File: config.mk
export PLATFORM = sky130hd
export DESIGN_NAME = prog_cmd_framer
export DESIGN_NICKNAME = d
export VERILOG_FILES = /design/src/rtl/pcf_pkg.sv /design/src/rtl/pcf_unpack.sv /design/src/rtl/pcf_pack.sv /design/src/rtl/pcf_txreg.sv /design/src/rtl/prog_cmd_framer.sv
export SDC_FILE = /design/constraint.sdc
export NUM_CORES = 1
export LEC_CHECK = 0
export BUFFER_PORTS_ARGS = -buffer_cell sky130_fd_sc_hd__buf_2
export CORE_MARGIN = 1.5
export CORE_UTILIZATION = 52
export CTS_CLUSTER_SIZE = 14
export DETAILED_ROUTE_END_ITERATION = 10
export PLACE_DENSITY_LB_ADDON = 0.15
export SKIP_CTS_REPAIR_TIMING = 1
export SLEW_MARGIN = 0
export SYNTH_ARGS = -nofsm -noshare
export SYNTH_HDL_FRONTEND = slang
export SYNTH_SLANG_ARGS = --single-unit
export TNS_END_PERCENT = 5
File: constraint.sdc
create_clock -name clk -period 3.97 [get_ports clk]
set_input_delay 0 -clock clk [delete_from_list [all_inputs] [get_ports clk]]
set_output_delay 0 -clock clk [all_outputs]
set_load 0.03 [all_outputs]
File: src/rtl/pcf_pkg.sv
`timescale 1ns/1ps
package pcf_pkg;
  localparam int WORD_W  = 16;
  localparam int INSTR_W = 24;
  localparam int ADDR_W  = 24;
  localparam int LEN_W   = 12;

  typedef logic [WORD_W-1:0]  word_t;
  typedef logic [INSTR_W-1:0] instr_t;
  typedef logic [ADDR_W-1:0]  addr_t;
  typedef logic [LEN_W-1:0]   len_t;

  localparam logic [3:0] OP_SANITY  = 4'h0;
  localparam logic [3:0] OP_READ    = 4'h2;
  localparam logic [3:0] OP_ROWPROG = 4'h5;
  localparam logic [3:0] OP_VERSION = 4'hB;
  localparam logic [3:0] RESP_TAG   = 4'h1;

  localparam logic [7:0] ST_PASS = 8'h00;
  localparam logic [7:0] ST_FAIL = 8'h01;
  localparam logic [7:0] ST_BAD  = 8'h02;

  localparam logic [15:0] MAX_READ = 16'h8000;

  typedef enum logic [3:0] {
    S_HDR, S_FLD, S_DROP, S_WR0, S_WR1, S_RESP, S_RD0, S_RD1, S_EMIT
  } fsm_t;

  // Fixed command length per opcode; zero marks an invalid opcode.
  function automatic len_t expected_len(input logic [3:0] op, input int row_instr);
    case (op)
      OP_SANITY, OP_VERSION: return len_t'(1);
      OP_READ:               return len_t'(4);
      OP_ROWPROG:            return len_t'(3 + (row_instr * 3) / 2);
      default:               return '0;
    endcase
  endfunction

  function automatic word_t hdr_word(input logic [3:0] op, input logic [7:0] st);
    return {RESP_TAG, op, st};
  endfunction

  // Words in a read response: header pair, three per pair, two for an odd tail.
  function automatic word_t read_resp_len(input logic [15:0] n);
    logic [16:0] t;
    t = 17'd2 + 17'(n[15:1]) * 17'd3 + {15'd0, n[0], 1'b0};
    return t[15:0];
  endfunction

  function automatic logic read_count_ok(input logic [15:0] n);
    return (n != 16'd0) && (n <= MAX_READ);
  endfunction
endpackage

File: src/rtl/pcf_unpack.sv
`timescale 1ns/1ps
module pcf_unpack
  import pcf_pkg::*;
(
  input  word_t  w0,
  input  word_t  w1,
  input  word_t  w2,
  output instr_t ia,
  output instr_t ib
);
  assign ia = {w1[7:0],  w0};
  assign ib = {w1[15:8], w2};
endmodule

File: src/rtl/pcf_pack.sv
`timescale 1ns/1ps
module pcf_pack
  import pcf_pkg::*;
(
  input  instr_t ia,
  input  instr_t ib,
  input  logic   odd,
  output word_t  p0,
  output word_t  p1,
  output word_t  p2
);
  assign p0 = ia[15:0];
  assign p1 = odd ? {8'h00, ia[23:16]} : {ib[23:16], ia[23:16]};
  assign p2 = ib[15:0];
endmodule

File: src/rtl/pcf_txreg.sv
`timescale 1ns/1ps
module pcf_txreg
  import pcf_pkg::*;
(
  input  logic  clk,
  input  logic  rst_n,
  input  logic  ld,
  input  word_t ld_word,
  output logic  ld_ok,
  output logic  tx_valid,
  output word_t tx_word,
  input  logic  tx_ready
);
  assign ld_ok = !tx_valid || tx_ready;

  always_ff @(posedge clk) begin
    if (!rst_n) begin
      tx_valid <= 1'b0;
      tx_word  <= '0;
    end else if (ld_ok) begin
      tx_valid <= ld;
      if (ld) tx_word <= ld_word;
    end
  end

  // a stalled response word stays put
  a_r10_tx_hold: assert property (@(posedge clk) disable iff (!rst_n)
    tx_valid && !tx_ready |=> tx_valid && $stable(tx_word));
endmodule

File: src/rtl/prog_cmd_framer.sv
`timescale 1ns/1ps
module prog_cmd_framer
  import pcf_pkg::*;
#(
  parameter int         ROW_INSTR = 32,
  parameter int         ADDR_STEP = 2,
  parameter logic [7:0] VERSION   = 8'h23
)(
  input  logic        clk,
  input  logic        rst_n,
  input  logic        rx_valid,
  input  logic [15:0] rx_word,
  output logic        rx_ready,
  output logic        tx_valid,
  output logic [15:0] tx_word,
  input  logic        tx_ready,
  output logic        mem_req,
  output logic        mem_wr,
  output logic [23:0] mem_addr,
  output logic [23:0] mem_wdata,
  input  logic        mem_ack,
  input  logic        mem_fail,
  input  logic [23:0] mem_rdata
);
  localparam addr_t STEP = addr_t'(ADDR_STEP);

  fsm_t        st;
  logic [3:0]  op_q;
  len_t        len_q, widx, drop_cnt;
  addr_t       addr_q;
  logic [15:0] n_q, nrem;
  logic [7:0]  status_q;
  word_t       g0, g1, g2;
  logic [1:0]  grp_pos, eidx;
  instr_t      ia_q, ib_q;
  logic        odd_q;

  // named events for assertions
  logic rx_fire, mem_done, wr_done_ev, rd_done_ev, ld, ld_ok, ld_fire, emit_last;
  logic [3:0] hdr_op;
  len_t hdr_len, hdr_exp;
  logic hdr_bad;
  word_t ld_word, resp_len_w, p0, p1, p2;
  instr_t ia_u, ib_u;

  assign rx_ready   = (st == S_HDR) || (st == S_FLD) || (st == S_DROP);
  assign rx_fire    = rx_valid && rx_ready;
  assign mem_req    = (st == S_WR0) || (st == S_WR1) || (st == S_RD0) || (st == S_RD1);
  assign mem_wr     = (st == S_WR0) || (st == S_WR1);
  assign mem_addr   = addr_q;
  assign mem_done   = mem_req && mem_ack;
  assign wr_done_ev = mem_done && mem_wr;
  assign rd_done_ev = mem_done && !mem_wr;

  assign hdr_op  = rx_word[15:12];
  assign hdr_len = rx_word[11:0];
  assign hdr_exp = expected_len(hdr_op, ROW_INSTR);
  assign hdr_bad = (hdr_exp == '0) || (hdr_len != hdr_exp);

  pcf_unpack u_unpack (.w0(g0), .w1(g1), .w2(g2), .ia(ia_u), .ib(ib_u));
  pcf_pack   u_pack   (.ia(ia_q), .ib(ib_q), .odd(odd_q), .p0(p0), .p1(p1), .p2(p2));

  assign mem_wdata = (st == S_WR1) ? ib_u : ia_u;

  assign resp_len_w = (op_q == OP_READ && status_q == ST_PASS) ? read_resp_len(n_q) : 16'd2;
  assign ld         = (st == S_RESP) || (st == S_EMIT);
  assign ld_fire    = ld && ld_ok;

  always_comb begin
    ld_word = p0;
    if (st == S_RESP) ld_word = (eidx == 2'd0) ? hdr_word(op_q, status_q) : resp_len_w;
    else if (eidx == 2'd1) ld_word = p1;
    else if (eidx == 2'd2) ld_word = p2;
  end

  assign emit_last = (st == S_RESP) ? (eidx == 2'd1) : (odd_q ? (eidx == 2'd1) : (eidx == 2'd2));

  pcf_txreg u_tx (
    .clk(clk), .rst_n(rst_n), .ld(ld), .ld_word(ld_word), .ld_ok(ld_ok),
    .tx_valid(tx_valid), .tx_word(tx_word), .tx_ready(tx_ready)
  );

  always_ff @(posedge clk) begin
    if (!rst_n) begin
      st <= S_HDR; op_q <= '0; len_q <= '0; widx <= '0; drop_cnt <= '0;
      addr_q <= '0; n_q <= '0; nrem <= '0; status_q <= ST_PASS;
      g0 <= '0; g1 <= '0; g2 <= '0; grp_pos <= '0; eidx <= '0;
      ia_q <= '0; ib_q <= '0; odd_q <= 1'b0;
    end else begin
      case (st)
        S_HDR: if (rx_fire) begin
          op_q    <= hdr_op;
          len_q   <= hdr_len;
          widx    <= len_t'(1);
          grp_pos <= '0;
          eidx    <= '0;
          if (hdr_bad) begin
            status_q <= ST_BAD;
            if (hdr_len > len_t'(1)) begin
              drop_cnt <= hdr_len - len_t'(1);
              st       <= S_DROP;
            end else st <= S_RESP;
          end else begin
            status_q <= (hdr_op == OP_VERSION) ? VERSION : ST_PASS;
            st       <= (hdr_exp == len_t'(1)) ? S_RESP : S_FLD;
          end
        end
        S_DROP: if (rx_fire) begin
          drop_cnt <= drop_cnt - len_t'(1);
          if (drop_cnt == len_t'(1)) st <= S_RESP;
        end
        S_FLD: if (rx_fire) begin
          widx <= widx + len_t'(1);
          if (op_q == OP_READ) begin
            if (widx == len_t'(1)) n_q <= rx_word;
            else if (widx == len_t'(2)) addr_q[23:16] <= rx_word[7:0];
            else begin
              addr_q[15:0] <= rx_word;
              nrem         <= n_q;
              if (!read_count_ok(n_q)) status_q <= ST_BAD;
              st <= S_RESP;
            end
          end else begin
            if (widx == len_t'(1)) addr_q[23:16] <= rx_word[7:0];
            else if (widx == len_t'(2)) addr_q[15:0] <= rx_word;
            else begin
              case (grp_pos)
                2'd0: g0 <= rx_word;
                2'd1: g1 <= rx_word;
                default: begin g2 <= rx_word; st <= S_WR0; end
              endcase
              grp_pos <= (grp_pos == 2'd2) ? 2'd0 : grp_pos + 2'd1;
            end
          end
        end
        S_WR0: if (mem_ack) begin
          if (mem_fail) status_q <= ST_FAIL;
          addr_q <= addr_q + STEP;
          st     <= S_WR1;
        end
        S_WR1: if (mem_ack) begin
          if (mem_fail) status_q <= ST_FAIL;
          addr_q <= addr_q + STEP;
          st     <= (widx == len_q) ? S_RESP : S_FLD;
        end
        S_RESP: if (ld_ok) begin
          if (emit_last) begin
            eidx <= '0;
            st   <= (op_q == OP_READ && status_q == ST_PASS) ? S_RD0 : S_HDR;
          end else eidx <= eidx + 2'd1;
        end
        S_RD0: if (mem_ack) begin
          ia_q   <= mem_rdata;
          addr_q <= addr_q + STEP;
          nrem   <= nrem - 16'd1;
          odd_q  <= (nrem == 16'd1);
          st     <= (nrem == 16'd1) ? S_EMIT : S_RD1;
        end
        S_RD1: if (mem_ack) begin
          ib_q   <= mem_rdata;
          addr_q <= addr_q + STEP;
          nrem   <= nrem - 16'd1;
          st     <= S_EMIT;
        end
        S_EMIT: if (ld_ok) begin
          if (emit_last) begin
            eidx <= '0;
            st   <= (nrem == 16'd0) ? S_HDR : S_RD0;
          end else eidx <= eidx + 2'd1;
        end
        default: st <= S_HDR;
      endcase
    end
  end

  // open request keeps its contents until acknowledged
  a_r9_req_hold: assert property (@(posedge clk) disable iff (!rst_n)
    mem_req && !mem_ack |=> mem_req && $stable(mem_addr) && $stable(mem_wr) && $stable(mem_wdata));

  // no input word is taken while memory is busy
  a_r9_rx_stall: assert property (@(posedge clk) disable iff (!rst_n)
    mem_req |-> !rx_ready);

  // back-to-back writes step the address upward
  a_r6_wr_step: assert property (@(posedge clk) disable iff (!rst_n)
    $past(wr_done_ev) && mem_req && mem_wr |-> mem_addr == $past(mem_addr) + STEP);

  // back-to-back reads step the address upward
  a_r8_rd_step: assert property (@(posedge clk) disable iff (!rst_n)
    $past(rd_done_ev) && mem_req && !mem_wr |-> mem_addr == $past(mem_addr) + STEP);

  // idle after reset
  a_r11_idle: assert property (@(posedge clk)
    $past(!rst_n) && !rst_n |=> rx_ready && !tx_valid && !mem_req);
endmodule

* After elaboration in Yosys (flattened, before gate mapping)
Index checks and enable logic that the tools add are counted.
Word-level totals: word-level logic and storage cells 219, flip-flop bits (word level) 226
Cells by class: $lt $le $gt $ge 2, multiplexer cells 81, multipliers 1, equal/unequal tests 53, $add $sub $neg 9, bitwise logic cells 4, reductions and logical operators 49
Operator list (number):
- 2-to-1 mux 16 bit | 14
- 2-to-1 mux 24 bit | 5
- 2-to-1 mux 4 bit | 20
- 2-to-1 mux 8 bit | 10
- 2-to-1 mux 12 bit | 6
- case mux 12 bit (2 select lines) | 2
- case mux 24 bit (2 select lines) | 1
- AND reduction 6 bit | 7
- equality test 12 x 1 -> 1 bit, second input constant | 3
- case mux 4 bit (9 select lines) | 1
- != test 2 bit, second input constant | 16
- case mux 16 bit (2 select lines) | 1
- adder 24 x 2 -> 24 bit, second input constant | 1
- case mux 8 bit (3 select lines) | 1
- subtractor 12 x 1 -> 12 bit, second input constant | 2
- equality test 4 x 3 -> 1 bit, second input constant | 5
- case mux 6 bit (3 select lines) | 1
- adder 16 x 2 -> 16 bit | 1
- adder 2 x 16 -> 16 bit, first input constant | 1
- equality test 16 x 1 -> 1 bit, second input constant | 1
- equality test 4 x 2 -> 1 bit, second input constant | 4
- <= comparator 16 bit, second input constant | 1
- logical NOT 16 bit | 1
- multiplier 15 x 2 -> 16 bit, second input constant | 1
- 39 further kinds | 93

* Depth between registers and ports, before layout
Gate-level depths: netlist of run 1.
word-level depth 8, depth in mapped cells 11, mapped depth without buffers 11

* Hierarchy
From an unflattened synthesis of run 1, not the netlist that was laid out.
Second synthesis, totals: cells, all modules 1695, area total of the unflattened synthesis 12993.7 um^2
By module, submodules not included:
- prog_cmd_framer | area each 11579.9 um^2, cells an instance 1524, times used 1, seq. area each 4083.9 um^2
- pcf_txreg | area each 703.2 um^2, cells an instance 75, times used 1, seq. area each 340.3 um^2
- pcf_unpack | area each 360.3 um^2, cells an instance 48, times used 1, seq. area each 0.0 um^2
- pcf_pack | area each 350.3 um^2, cells an instance 48, times used 1, seq. area each 0.0 um^2

* Worst setup path before layout of run 1
No wires, ideal clock.
kind register -> register, start point reg n_q[2], end point reg u_tx.tx_word[11], required time 3.839 ns, clock period less this slack 2.679 ns, arrival time 2.548 ns, setup slack 1.291 ns, cell stages (with the launch flop) 11, cells stage by stage dfxtp_1 > inv_1 > ha_1 > ha_1 > nor2b_1 > a2111oi_0 > or3_1 > o31ai_1 > xor2_1 > a221oi_1 > a21oi_1
On the way: word-level cells in the longest chain between the ends 6
RTL lines:
- start, declared | RTL line prog_cmd_framer.sv:31 | logic [15:0] n_q, nrem;
- start signal, assigned | RTL line prog_cmd_framer.sv:115 | if (widx == len_t'(1)) n_q <= rx_word;
- multiplier 15 x 2 -> 16 bit | RTL line pcf_pkg.sv:46 | t = 17'd2 + 17'(n[15:1]) * 17'd3 + {15'd0, n[0], 1'b0};
- adder 2 x 16 -> 16 bit | RTL line pcf_pkg.sv:46
- adder 16 x 2 -> 16 bit | RTL line pcf_pkg.sv:46
- 2-to-1 mux 16 bit | RTL line prog_cmd_framer.sv:65 | assign resp_len_w = (op_q == OP_READ && status_q == ST_PASS) ? read_resp_len(n_q) : 16'd2;
- 2-to-1 mux 16 bit (2 in series) | RTL line prog_cmd_framer.sv:71 | if (st == S_RESP) ld_word = (eidx == 2'd0) ? hdr_word(op_q, status_q) : resp_len_w;
- end signal, assigned | RTL line pcf_txreg.sv:22 | if (ld) tx_word <= ld_word;
- end, declared | RTL line pcf_txreg.sv:11 | output word_t tx_word,
No other way between the ends. A chain may end at the register's enable or synchronous reset.

* Worst setup path after layout of run 1
Same ends and word-level chain as after synthesis.

==> results of run 1 <==
worst min-delay path, stage by stage:
cell	delay, ps
buf_2	140
nand3_1	70
a211o_1	180
a21o_1	100
a21oi_1	50
power breakdown:
| part | switching, mW | internal [mW] | leakage [nW] | total (mW) |
|---|---|---|---|---|
| Clock | 0.938 | 1.29 | 0.382 | 2.23 |
| Combinational | 1.49 | 0.793 | 3.42 | 2.28 |
| Sequential | 0.254 | 2.42 | 1.79 | 2.67 |
| Total | 2.68 | 4.50 | 5.59 | 7.18 |
cells by family after synthesis:
logic type	Yosys count	share of synthesized area
buffers and inverters	165	0.05459
xor gates and xnor gates	34	0.02402
AOI/OAI and AO/OA	407	0.2032
and+or+nand+nor	615	0.2329
DFF	221	0.3568
adders and majority gates	52	0.05247
muxes	91	0.07598
state kept, by name, summed over array words and instances, names as in the netlist:
signal	count
ia_q	24
ib_q	24
mem_addr	24
g0	16
g1	16
g2	16
n_q	16
nrem	16
u_tx.tx_word	16
drop_cnt	12
len_q	12
widx	12
op_q	4
st	4
status_q	3
eidx	2
grp_pos	2
odd_q	1
u_tx.tx_valid	1
per-stage QoR:
stage / hold slack, ps / cells / utilization / total power, mW
floorplan: 136.0 / 1585 / - / 4.340
global placement: 251.8 / 1913 / 0.5561 / 4.883
detailed placement: 258.2 / 1913 / 0.5561 / 4.911
CTS: -314.7 / 1956 / 0.5898 / 7.145
global route: 111.4 / 1998 / 0.6077 / 7.544
finish: 48.98 / 1999 / 0.6078 / 7.178
cell usage after synthesis, types with 12 or more instances:
cell	number
nand4_1	14
buf_2	30
and3_1	18
a21oi_1	166
nor2_1	144
a221oi_1	14
nand3_1	58
nand3b_1	15
clkbuf_1	83
o21ai_0	91
ha_1	52
or3_1	12
mux2i_1	66
nand2_1	239
o31ai_1	16
xnor2_1	19
nor4_1	12
mux2_2	25
dfxtp_1	221
a31oi_1	12
inv_1	39
nor3_1	40
xor2_1	15
worst paths after layout:
kind | from | slack [ps] | endpoint
min | mem_ack | 50 | status_q[1]
max | n_q[2] | 840 | u_tx.tx_word[11]
max reg2reg | n_q[2] | 840 | u_tx.tx_word[11]
min reg2reg | ib_q[11] | 450 | ib_q[11]
cell usage in the layout (no fill, tap or decap), types with 16 or more instances in the layout:
| cell type | n |
|---|---|
| a21oi_1 | 166 |
| and3_1 | 18 |
| buf_2 | 113 |
| buf_4 | 19 |
| clkbuf_16 | 26 |
| dfxtp_1 | 221 |
| dlygate4sd3_1 | 42 |
| ha_1 | 52 |
| inv_1 | 39 |
| mux2_2 | 25 |
| mux2i_1 | 66 |
| nand2_1 | 239 |
| nand3_1 | 58 |
| nor2_1 | 143 |
| nor3_1 | 39 |
| o21ai_0 | 91 |
| o31ai_1 | 16 |
| xnor2_1 | 19 |
metal layers:
metal / wire [um] / up-vias / track usage
li1: - / 5785 / -
met1: 16470 / 5482 / 0.3920
met2: 15810 / 340 / 0.4254
met3: 1967 / 55 / 0.03111
met4: 954 / 0 / 0.07907
met5: 0 / - / 0
area by class of cell:
cell class	instances	area, um2
multi-input cells	1199	7306
diodes	1	2.502
clock inverters	6	46.29
well taps	319	399.1
clock buffers	37	742.0
fillers	2186	9178
flip-flops and latches	221	4424
repair buffers	175	1149
inverters	41	156.4
==> flow_summary.json, run 1 <==
{
  "grt_pass1_vias": 10224,
  "rows": 56,
  "cp_top_family": "compound AO/OA/AOI/OAI gates",
  "viasPerCell": 5.834,
  "dieArea_mm2": 0.02478,
  "fin_crit_ps": 3126,
  "relSlewSlack": 0.2915,
  "finClkSkew_ps": 27.49,
  "grt_pass1_wl_um": 54100,
  "final_nets": 1762,
  "cts.path.max_buffers": 3,
  "drc": 0,
  "netlist_area_mm2": 0.01240,
  "dpl-instance-area_mm2": 0.01301,
  "maxCapViolCount": 0,
  "timing.final.ws_setup_ps": 844.3,
  "clk-insertion-delay-late_ps": 540,
  "finalHoldViolations": 0,
  "grt_usage": 0.2718,
  "post-route-period-util": 0.7873,
  "place_ws_ps": 924.3,
  "power-per-cell-area_mw_per_mm2": 504.6,
  "yosysTopAreaCell": "dfxtp_1",
  "synth_edf_count": 0,
  "maxSlewViolCount": 0,
  "die_w_um": 157.4,
  "setup.worst_path.class": "reg2reg",
  "initial_core_util": 0.5298,
  "cts_buffers": 26,
  "ys_types": 77,
  "area_delta_synth_final_pct": 14.72,
  "root_buffer": "clkbuf_16",
  "gr-total-overflow": 0,
  "synth_area_leaders": "dfxtp_1, nand2_1, a21oi_1",
  "setup_viol": 0,
  "dp_hpwl_um": 23270,
  "r2r_cells": 10,
  "grt_max_degree": 98,
  "cp_data_arrival_time_ps": 3530,
  "cpMostUsedCell": "ha_1",
  "cp.required_ps": 4370,
  "syn-instance-count": 1585,
  "fmax_ghz": 0.3199,
  "async_reset_ff_frac": 0,
  "outcome": "completed",
  "crit_slowest_cell": "o31ai_1",
  "vias": 11662,
  "antenna_found_initial": 0,
  "cp_cell_sequence": "inv_1 -> ha_1 -> ha_1 -> nor2b_1 -> a2111oi_0 -> or3_1 -> o31ai_1 -> xor2_1 -> a221oi_1 -> a21oi_1",
  "hold_path_class": "in2reg",
  "numPortBuffers": 113,
  "cts.reportedPaths.clkPinSlew_ps": 60,
  "postRouteAntennaNets": 0,
  "power_leakage_nw": 5.586,
  "syn-mean-instance-area_um2": 7.823,
  "crit_path_max_incr_delay_ps": 530,
  "ys.flop_type": "dfxtp_1",
  "wl_per_cell_um": 17.61,
  "coreArea_mm2": 0.02340,
  "h-tree-depth": 1,
  "vdd_ir_drop_max_mv": 0.3178,
  "path_buf_inv": 1,
  "crit_fanout": 4,
  "yosysWarningCount": 0,
  "wl_um": 35200,
  "postSynthRegisterBits": 221,
  "worstHoldPathCells": 5,
  "final_cell_area_mm2": 0.01422,
  "tritoncts": "done",
  "end_kind": "flop",
  "boundaryPins": 114,
  "cts_sinks": 221,
  "drt_first_pass_iters": 6,
  "synth_fp_nets": 1683,
  "worstSetupStartpointType": "flop",
  "yosysTopAreaCellShare": 0.3568,
  "chipHeight_um": 157.4,
  "tns_ps": 0,
  "drtIter0Drc": 1085,
  "worst_pin_slew_ps": 1053,
  "routabilityCongestion": 0.8904,
  "layout-drive-gt1-share": 0.1376,
  "rsz0062_at_grt": "false",
  "yosysSeqAreaShare": 0.3568,
  "worst-path-stages": 10
}
Note: power is estimated with default switching activity, not from simulation.
==> run 2, diff against run 1 <==
==> constraint.sdc (replaced) <==
create_clock -name clk -period 3.28 [get_ports clk]
set_input_delay 0 -clock clk [delete_from_list [all_inputs] [get_ports clk]]
set_output_delay 0 -clock clk [all_outputs]
set_load 0.03 [all_outputs]
==> run 2 against run 1 <==
Against the previous run: the flow now finishes with violations (negative hold slack); setup slack lost 620 ps; hold slack lost 66 ps; highest routed layer is now met5; cell area grew 0.62%; via count grew 1.5%; largest cell class unchanged; critical path depth is the same; count of clock-buffer cells in the layout grew 1; sequential power grew 19%; register-to-register slack lost 620 ps.
==> flow_summary.json, run 2 (synthesis results as in run 1) <==
{
  "viasPerCell": 5.892,
  "numPortBuffers": 113,
  "gr-total-overflow": 0,
  "antenna_found_initial": 1,
  "cp.required_ps": 3690,
  "relSlewSlack": 0.2217,
  "cp_cell_sequence": "inv_1 -> ha_1 -> ha_1 -> nor2b_1 -> a2111oi_0 -> or3_1 -> o31ai_1 -> xor2_1 -> a221oi_1 -> a21oi_1",
  "layout-drive-gt1-share": 0.1432,
  "fmax_ghz": 0.3275,
  "hold_path_class": "in2reg",
  "grt_usage": 0.2762,
  "grt_max_degree": 98,
  "n_antenna_cell": 0,
  "worst_pin_slew_ps": 1166,
  "maxSlewViolCount": 0,
  "cts_buffers": 25,
  "power-per-cell-area_mw_per_mm2": 617.0,
  "rsz0062_at_grt": "false",
  "violations": "negative hold slack",
  "wl_per_cell_um": 17.65,
  "drc": 0,
  "fin_util": 0.6116,
  "dp_hpwl_um": 23600,
  "clk-insertion-delay-late_ps": 530,
  "crit_path_max_incr_delay_ps": 530,
  "coreArea_mm2": 0.02340,
  "grt_pass1_vias": 10505,
  "die_w_um": 157.4,
  "finClkSkew_ps": 30.92,
  "tritoncts": "done",
  "vdd_ir_drop_max_mv": 0.3619,
  "initial_core_util": 0.5298,
  "area_delta_synth_final_pct": 15.44,
  "h-tree-depth": 1,
  "dieArea_mm2": 0.02478,
  "final_common_cell": "nand2_1",
  "cp_top_family": "compound AO/OA/AOI/OAI gates",
  "crit_fanout": 4,
  "cts.reportedPaths.clkPinSlew_ps": 60,
  "grt_pass1_wl_um": 55300,
  "outcome": "complete, but fails checks",
  "setup_viol": 0,
  "worstSetupStartpointType": "flop",
  "path_buf_inv": 1,
  "cp_data_arrival_time_ps": 3460,
  "rows": 56,
  "postRouteAntennaNets": 0,
  "drt_first_pass_iters": 6,
  "end_kind": "flop",
  "vias": 11838,
  "post-route-period-util": 0.9310,
  "root_buffer": "clkbuf_16",
  "cpMostUsedCell": "ha_1",
  "boundaryPins": 114,
  "final_cell_mix": "nand2_1, dfxtp_1, a21oi_1",
  "setup.worst_path.class": "reg2reg",
  "drtIter0Drc": 1153,
  "chipHeight_um": 157.4,
  "fin_crit_ps": 3054,
  "final_nets": 1771,
  "cts.path.max_buffers": 3,
  "fillers": 2176,
  "crit_slowest_cell": "o31ai_1",
  "cts_sinks": 221,
  "routabilityCongestion": 0.9153,
  "wl_um": 35460,
  "maxCapViolCount": 0,
  "power_leakage_nw": 5.645,
  "tns_ps": 0,
  "finalHoldViolations": 7,
  "whs_ps": -16.86
}
[run 2: layer usage]
layer / vias up / wire length (um) / GRT usage
met5: - / 11 / 0
met4: 2 / 800 / 0.07996
met3: 62 / 2162 / 0.03744
met2: 409 / 16220 / 0.4313
met1: 5562 / 16260 / 0.3960
li1: 5803 / - / -
[run 2: final timing paths]
| kind | cells past startpoint | end | startpoint | slack (ps) |
|---|---|---|---|---|
| worst max-delay path | 10 | u_tx.tx_word[11] | n_q[3] | 230 |
| worst min register to register | 2 | g2[14] | g2[14] | 450 |
| worst min-delay path | 3 | nrem[1] | rst_n | -20 |
| worst max register to register | 10 | u_tx.tx_word[11] | n_q[3] | 230 |
[run 2: tightest hold or removal path, stage by stage]
cell	delay [ps]
buf_2	110
inv_4	200
nor2_1	150
[run 2: final cells by class]
cell class,count,area (um2),area share
Clock buffer,38,744.5,0.05201
Clock inverter,6,60.06,0.004196
Inverter,41,156.4,0.01093
Multi-Input combinational cell,1199,7306,0.5104
Sequential cell,221,4424,0.3091
Tap cell,319,399.1,0.02788
Timing Repair Buffer,185,1224,0.08549
[run 2: power by group]
part | switching [mW] | leakage (nW) | total, mW | internal [mW]
Sequential | 0.263 | 1.79 | 3.19 | 2.93
Clock | 1.14 | 0.392 | 2.77 | 1.63
Combinational | 1.87 | 3.47 | 2.87 | 1.00
Total | 3.27 | 5.65 | 8.83 | 5.57
[run 2: per-stage QoR]
step | hold slack (ps) | std cells | cell area, um2 | total power [mW] | setup slack [ps]
6_report | -16.86 | 2009 | 14310 | 8.832 | 226.3
5_1_grt | 24.30 | 2009 | 14310 | 9.274 | 82.31
4_1_cts | -296.0 | 1967 | 13890 | 8.783 | 286.9
3_5_place_dp | 258.1 | 1923 | 13090 | 6.009 | 276.8
3_3_place_gp | 250.9 | 1923 | 13090 | 5.982 | 354.6
2_1_floorplan | 136.0 | 1585 | 12400 | 5.253 | 601.5
